File: src/rtl/dac_fe_pkg.sv
package dac_fe_pkg;

    localparam int CODE_W   = 16;
    localparam int SEG_BITS = 4;
    localparam int SEG_N    = (1 << SEG_BITS) - 1;
    localparam int LAD_W    = CODE_W - SEG_BITS;

    typedef logic [CODE_W-1:0]   code_t;
    typedef logic [SEG_BITS-1:0] seg_idx_t;
    typedef logic [SEG_N-1:0]    seg_vec_t;
    typedef logic [LAD_W-1:0]    lad_vec_t;

    typedef struct packed {
        logic cs_n;
        logic sclk;
        logic ldac_n;
        logic din;
    } ser_pins_t;

    // Idle values: deselected, clock high (no false rising edge),
    // strobe low (no false falling edge when tied low)
    localparam ser_pins_t PINS_IDLE = '{cs_n: 1'b1, sclk: 1'b1, ldac_n: 1'b0, din: 1'b0};

    typedef struct packed {
        seg_vec_t seg;
        lad_vec_t lad;
    } drive_t;

    function automatic seg_vec_t therm_of(input seg_idx_t k);
        seg_vec_t v;
        for (int i = 0; i < SEG_N; i++) begin
            v[i] = (int'(k) > i);
        end
        return v;
    endfunction

endpackage

File: src/rtl/dac_fe_sync.sv
module dac_fe_sync #(
    parameter int W      = 4,
    parameter int STAGES = 2,
    parameter logic [W-1:0] RST_VAL = '0
) (
    input  logic         clk,
    input  logic         rst,
    input  logic [W-1:0] d,
    output logic [W-1:0] q
);
    logic [W-1:0] stg [STAGES];

    generate
        for (genvar s = 0; s < STAGES; s++) begin : g_stage
            if (s == 0) begin : g_first
                always_ff @(posedge clk) begin
                    if (rst) stg[0] <= RST_VAL;
                    else     stg[0] <= d;
                end
            end else begin : g_next
                always_ff @(posedge clk) begin
                    if (rst) stg[s] <= RST_VAL;
                    else     stg[s] <= stg[s-1];
                end
            end
        end
    endgenerate

    assign q = stg[STAGES-1];
endmodule

File: src/rtl/dac_fe_shift.sv
module dac_fe_shift
    import dac_fe_pkg::*;
(
    input  logic  clk,
    input  logic  rst,
    input  logic  cs_n_s,
    input  logic  sclk_s,
    input  logic  din_s,
    output code_t sr_q
);
    logic sclk_q;
    logic shift_en;

    always_ff @(posedge clk) begin
        if (rst) sclk_q <= 1'b1;
        else     sclk_q <= sclk_s;
    end

    assign shift_en = sclk_s & ~sclk_q & ~cs_n_s;

    // No reset: the input register keeps its contents across reset
    always_ff @(posedge clk) begin
        if (shift_en) sr_q <= {sr_q[CODE_W-2:0], din_s};
    end

    AST_SHIFT_LANDS_BIT0: assert property (@(posedge clk) disable iff (rst)
        shift_en |=> sr_q[0] == $past(din_s));

    AST_IDLE_NO_SHIFT: assert property (@(posedge clk) disable iff (rst)
        cs_n_s |=> $stable(sr_q));
endmodule

File: src/rtl/dac_fe_hold.sv
module dac_fe_hold
    import dac_fe_pkg::*;
(
    input  logic  clk,
    input  logic  rst,
    input  logic  cs_n_s,
    input  logic  ldac_n_s,
    input  code_t sr_q,
    output code_t dac_q
);
    logic cs_q;
    logic ldac_q;
    logic cs_rise;
    logic ldac_fall;
    logic load;

    always_ff @(posedge clk) begin
        if (rst) begin
            cs_q   <= 1'b1;
            ldac_q <= 1'b0;
        end else begin
            cs_q   <= cs_n_s;
            ldac_q <= ldac_n_s;
        end
    end

    assign cs_rise   = cs_n_s & ~cs_q;
    assign ldac_fall = ldac_q & ~ldac_n_s;
    assign load      = (cs_rise & ~ldac_n_s) | (ldac_fall & cs_n_s);

    always_ff @(posedge clk) begin
        if (rst)       dac_q <= '0;
        else if (load) dac_q <= sr_q;
    end

    AST_RESET_CLEARS: assert property (@(posedge clk)
        rst |=> dac_q == '0);

    AST_LOAD_COPIES: assert property (@(posedge clk) disable iff (rst)
        load |=> dac_q == $past(sr_q));

    AST_FRAME_HOLDS: assert property (@(posedge clk) disable iff (rst)
        !cs_n_s |=> $stable(dac_q));
endmodule

File: src/rtl/dac_fe_decode.sv
module dac_fe_decode
    import dac_fe_pkg::*;
(
    input  logic   clk,
    input  logic   rst,
    input  code_t  code,
    output drive_t drv
);
    seg_idx_t top;
    assign top = code[CODE_W-1 -: SEG_BITS];

    generate
        for (genvar i = 0; i < SEG_N; i++) begin : g_seg
            assign drv.seg[i] = (int'(top) > i);
        end
    endgenerate

    assign drv.lad = code[LAD_W-1:0];

    AST_THERM_COUNT: assert property (@(posedge clk) disable iff (rst)
        $countones(drv.seg) == int'(top));

    AST_THERM_SHAPE: assert property (@(posedge clk) disable iff (rst)
        (drv.seg & (drv.seg + 1'b1)) == '0);

    AST_THERM_FUNC: assert property (@(posedge clk) disable iff (rst)
        drv.seg == therm_of(top));
endmodule

File: src/rtl/dac_front_end.sv
module dac_front_end
    import dac_fe_pkg::*;
#(
    parameter int SYNC_STAGES = 2
) (
    input  logic              clk,
    input  logic              rst,
    input  logic              cs_n,
    input  logic              sclk,
    input  logic              din,
    input  logic              ldac_n,
    output logic [CODE_W-1:0] dac_code,
    output logic [SEG_N-1:0]  seg_en,
    output logic [LAD_W-1:0]  ladder_bits
);
    ser_pins_t pins_raw;
    ser_pins_t pins_s;
    code_t     sr_q;
    code_t     dac_q;
    drive_t    drv;

    assign pins_raw = '{cs_n: cs_n, sclk: sclk, ldac_n: ldac_n, din: din};

    dac_fe_sync #(
        .W       ($bits(ser_pins_t)),
        .STAGES  (SYNC_STAGES),
        .RST_VAL (PINS_IDLE)
    ) i_sync (
        .clk (clk),
        .rst (rst),
        .d   (pins_raw),
        .q   (pins_s)
    );

    dac_fe_shift i_shift (
        .clk    (clk),
        .rst    (rst),
        .cs_n_s (pins_s.cs_n),
        .sclk_s (pins_s.sclk),
        .din_s  (pins_s.din),
        .sr_q   (sr_q)
    );

    dac_fe_hold i_hold (
        .clk      (clk),
        .rst      (rst),
        .cs_n_s   (pins_s.cs_n),
        .ldac_n_s (pins_s.ldac_n),
        .sr_q     (sr_q),
        .dac_q    (dac_q)
    );

    dac_fe_decode i_dec (
        .clk  (clk),
        .rst  (rst),
        .code (dac_q),
        .drv  (drv)
    );

    assign dac_code    = dac_q;
    assign seg_en      = drv.seg;
    assign ladder_bits = drv.lad;

    AST_LADDER_FOLLOWS: assert property (@(posedge clk) disable iff (rst)
        ladder_bits == dac_code[LAD_W-1:0]);
endmodule

File: config.mk
export PLATFORM = sky130hd
export DESIGN_NAME = dac_front_end
export DESIGN_NICKNAME = d
export VERILOG_FILES = /design/src/rtl/dac_fe_pkg.sv /design/src/rtl/dac_fe_sync.sv /design/src/rtl/dac_fe_shift.sv /design/src/rtl/dac_fe_hold.sv /design/src/rtl/dac_fe_decode.sv /design/src/rtl/dac_front_end.sv
export SDC_FILE = /design/constraint.sdc
export NUM_CORES = 1
export LEC_CHECK = 0
export BUFFER_PORTS_ARGS = -buffer_cell sky130_fd_sc_hd__clkbuf_2
export CELL_PAD_IN_SITES_DETAIL_PLACEMENT = 1
export CELL_PAD_IN_SITES_GLOBAL_PLACEMENT = 1
export CORE_MARGIN = 2
export CORE_UTILIZATION = 36
export CTS_CLUSTER_SIZE = 10
export DETAILED_ROUTE_END_ITERATION = 10
export PLACE_DENSITY_LB_ADDON = 0.1
export SKIP_CTS_REPAIR_TIMING = 1
export SYNTH_ARGS = -nofsm -noshare
export SYNTH_HDL_FRONTEND = slang
export SYNTH_SLANG_ARGS = --single-unit
export TNS_END_PERCENT = 20
File: constraint.sdc
create_clock -name clk -period 2.1 [get_ports clk]
set_clock_uncertainty 0.05 [all_clocks]
set_input_delay 0 -clock clk [delete_from_list [all_inputs] [get_ports clk]]
set_output_delay 0 -clock clk [all_outputs]
set_load 0.005 [all_outputs]
Word-level counts from Yosys, hierarchy flattened --
Memory sizes are Yosys's and may differ from the RTL's. Index checks and enable logic that the tools add are counted.
Operators by class: order comparisons 15, multiplexer cells 5, bitwise gates (word level) 13
Operators by type and width (count):
- $gt A4 B4 Y1 const B | 7
- $gt A4 B3 Y1 const B | 4
- $gt A4 B1 Y1 const B | 2
- $gt A4 B2 Y1 const B | 2
- $mux W4 | 2
- $and A1 B1 Y1 | 6
- $not A1 Y1 | 4
- $mux W1 | 3
- $or A1 B1 Y1 | 3
Word-level totals: flip-flop bits (word level) 35, memory bits (writable) 8, logic and storage cells 39, memories kept 1
Memories:
- i_sync.stg | depth 2, width 4, rd ports 2, clocked after memory_dff 0, wr ports 2, line dac_fe_sync.sv:11 | logic [W-1:0] stg [STAGES];

Longest topological paths before layout --
depth after elaboration 4, mapped depth 5, depth with buffers taken out 3

Cells and area by module --
Synthesis repeated with hierarchy kept, for this count alone.
Unflattened totals: cell total of the unflattened synthesis 146, area total of the unflattened synthesis 1761.7 um2
By module, submodules not included:
- dac_fe_hold | times used 1, cells each 75, area each 802.0 um2
- dac_fe_shift | times used 1, cells each 19, area each 519.2 um2
- dac_fe_decode | times used 1, cells each 36, area each 230.2 um2
- dac_fe_sync | times used 1, cells each 16, area each 210.2 um2

Worst setup path before layout --
OpenSTA, ideal clock, no wires.
path type reg2reg, start memory i_sync.stg[1][3], end register i_shift.sr_q[0] (enable), setup time 0.413 ns, arrival 1.552 ns, required time 1.637 ns, slack 0.085 ns, cell stages (with the launch flop) 2, path buffers 0, clock period less this slack 2.015 ns, cell sequence dfxtp_1 -> nor3b_1
RTL lines:
- from (decl) | line dac_fe_sync.sv:11
- to (signal assigned) | line dac_fe_shift.sv:23 | if (shift_en) sr_q <= {sr_q[CODE_W-2:0], din_s};
- to (decl) | line dac_fe_shift.sv:9 | output code_t sr_q

Final worst setup path --
start register i_hold.dac_q[13], end output seg_en[6]
Between the ends: longest elaborated chain between the ends 1
RTL lines:
- from (decl) | line dac_fe_hold.sv:9 | output code_t dac_q
- from (signal assigned) | line dac_fe_hold.sv:33 | else if (load) dac_q <= sr_q;
- $gt A4 B3 Y1 | line dac_fe_decode.sv:14 | assign drv.seg[i] = (int'(top) > i);
- to (decl) | line dac_front_end.sv:13 | output logic [SEG_N-1:0] seg_en,
No other way between the ends.

==> flow_summary.toml <==
[run_status]
status = "finished, final reports clean"

[placed_design]
portBuffers = 48
gp_congestion = 0.685
postPlaceCellArea_um2 = 1920
place_hpwl_um = 2060

[critical_path]
cp-end-kind = "output pin"
ff2ff_path_depth = 4
crit_start = "i_hold.dac_q[13]"
critPathMaxFanout = 11
cp_slowest_stage_delay_ns = 0.53
timing.rr.start = "i_hold.cs_q"
path_buf_inv = 1
crit_type = "flop to output pin"
crit_slowest_cell = "dfxtp_1"
cp.arrival_ns = 1.23
cp-start-kind = "flop"
reg2reg_slack_ns = 0.84
crit_chain = "a21o_1, o21a_1, clkbuf_2"
required_ns = 2.05
r2r-end = "i_hold.dac_q[5]"
path_delay_family = "flip-flops"

[sta]
slew_violations = 0
finalSetupViolCount = 0
hold_slack_ns = 0.271
worstMarginPinSlew_ns = 0.619
rsz0062_at_grt = "no"
slew_headroom = 0.587
finalCritPeriodShare = 0.609
finalHoldViolCount = 0
setup_tns_ns = 0
period_minus_slack_ns = 1.28
fmax_mhz = 782

[cts]
clk_pin_slew_worst_paths_ns = 0.08
ctsLongestPathBuffers = 2
cts-htree-levels = 2
root_buffer = "clkbuf_8"
clk_latency_ns = 0.29
cts_inserted_buffers = 5
clock_sinks = 43
cts_tree = "done"

[final_layout]
fin_nets = 192
final_area_um2 = 2070
diodes = 0
drive_above_1_share = 0.348
layout-area-overhead-vs-synth_pct = 18.1

[flow_run]
drv_cap = 0

[logic_synthesis]
synth.top_cells.by_count = "nand2b_1 (31), dfxtp_1 (27), edfxtp_1 (16), mux2i_1 (16), buf_4 (12)"
seq_area_frac_synth = 0.584
synth_area_um2 = 1750
yosys_register_bits = 43
syn-num-nets = 153
synth_top_area_cell = "dfxtp_1"
synth_top_area_share = 0.309
synth_cells = 147
ys_async_sr_fraction = 0
ys.flop_type = "dfxtp_1"
synth_area_leaders = "dfxtp_1 (31%), edfxtp_1 (27%), nand2b_1 (11%), mux2i_1 (9.2%), buf_4 (5.2%)"
synth.most_common_cell = "nand2b_1"
yosysWarnings = 0
synthDistinctLibCells = 24
synth_area_per_cell_um2 = 11.9
synth_edf_count = 16

[global_route]
grt_first_pass_wirelength_um = 5130
use_met1 = 0.169
grtUsageMet3 = 0.0412
grt_overflow = 0
grt_use_total = 0.126
grt_max_degree = 44
busiest_layer = "met2"
grt_util_met2 = 0.180
first_global_vias = 1046
antenna_found_initial = 0

[detailed_routing]
dr.pass1.iters = 4
wire_per_inst_um = 12.8
vias = 1107
vias_per_cell = 4.59
route.antenna.remaining_nets = 0
drc = 0
drt-initial-drc-count = 33
wl_um = 3080

[power]
p_per_area_nw_per_um2 = 756
p_leak_nw = 0.878
finalPower_w = 0.00156
ir_drop_mv = 0.413

[die]
die_h_um = 73.7
die_w_um = 73.7
ios = 49
fp-row-count = 25
dieArea_um2 = 5430
core-area_um2 = 4690
start_util = 0.373

[hold_path]
holdPathStages = 2
hold_path_startpoint = "rst"
hold_path_class = "input pin to flop"
hold_path_end = "i_sync.stg[1][0]"
through the flow:
step	utilization	instances	setup slack (ns)
final	0.440	241	0.822
after global routing	0.440	241	0.709
after global placement	0.410	229	0.898
after floorplan	-	147	0.0848
after CTS	0.432	237	0.808
after detailed placement	0.410	229	0.863
worst reg2reg max path: stages (launching register included):
cell,delay (ns)
dfxtp_1,0.30
nor2b_4,0.12
nor3b_4,0.16
buf_4,0.31
mux2i_1,0.24
metal layers:
| metal | up-vias | part of all wire |
|---|---|---|
| li1 | 544 | - |
| met1 | 527 | 0.48 |
| met2 | 30 | 0.44 |
| met3 | 6 | 0.054 |
| met4 | 0 | 0.022 |
| met5 | - | 0 |
cell usage in the layout (no fill, tap or decap):
master,synthesis,final
dfxtp_1,27,27
edfxtp_1,16,16
inv_1,2,2
clkbuf_16,0,1
a21oi_1,1,1
clkbuf_8,0,5
o21ai_0,1,1
nor3b_4,0,1
nand2_1,4,4
a21o_1,1,1
clkbuf_2,0,48
nor3b_2,1,1
o31a_1,1,1
and3_1,1,1
clkbuf_1,7,2
mux2i_1,16,16
nor2b_1,6,6
or2b_1,2,2
dlygate4sd3_1,0,4
or3_1,1,1
buf_4,12,2
or2_2,6,6
nor2_1,4,4
o21a_1,2,2
nand2b_1,31,31
nor2b_4,1,1
cells by family after synthesis:
family          after synthesis  share of synthesized area
flops                        43                      0.584
mux                          16                     0.0916
compound gates                6                     0.0236
buf+inv                      24                     0.0951
simple gates                 58                      0.206
area by class of cell:
class | instances | area, µm²
fill | 530 | 2630
sequential | 43 | 1020
multi-input combinational | 80 | 573
timing repair buffer | 54 | 295
clock buffer | 8 | 101
tap | 54 | 67.6
inverter | 2 | 7.51
where the power goes:
group,switching [W],total [W],internal (W)
Sequential,0.0000159,0.000893,0.000878
Combinational,0.0000412,0.0000968,0.0000556
Clock,0.000264,0.000571,0.000308
registers in the layout, indices dropped and copies added, names as in the netlist:
signal,cells
i_sync.stg,8
i_hold.ldac_q,1
i_shift.sclk_q,1
i_hold.dac_q,16
i_shift.sr_q,16
i_hold.cs_q,1
worst max-delay path by stage:
stage | endpoint | slack, ns | depth (start not counted)
floorplan | i_shift.sr_q[0] | 0.08 | 1
global placement | i_hold.dac_q[7] | 0.90 | 4
detailed placement | i_hold.dac_q[5] | 0.86 | 4
CTS | seg_en[6] | 0.81 | 3
global route | seg_en[14] | 0.71 | 3
finish | seg_en[6] | 0.82 | 3
Note: power is estimated with default switching activity, not from simulation.
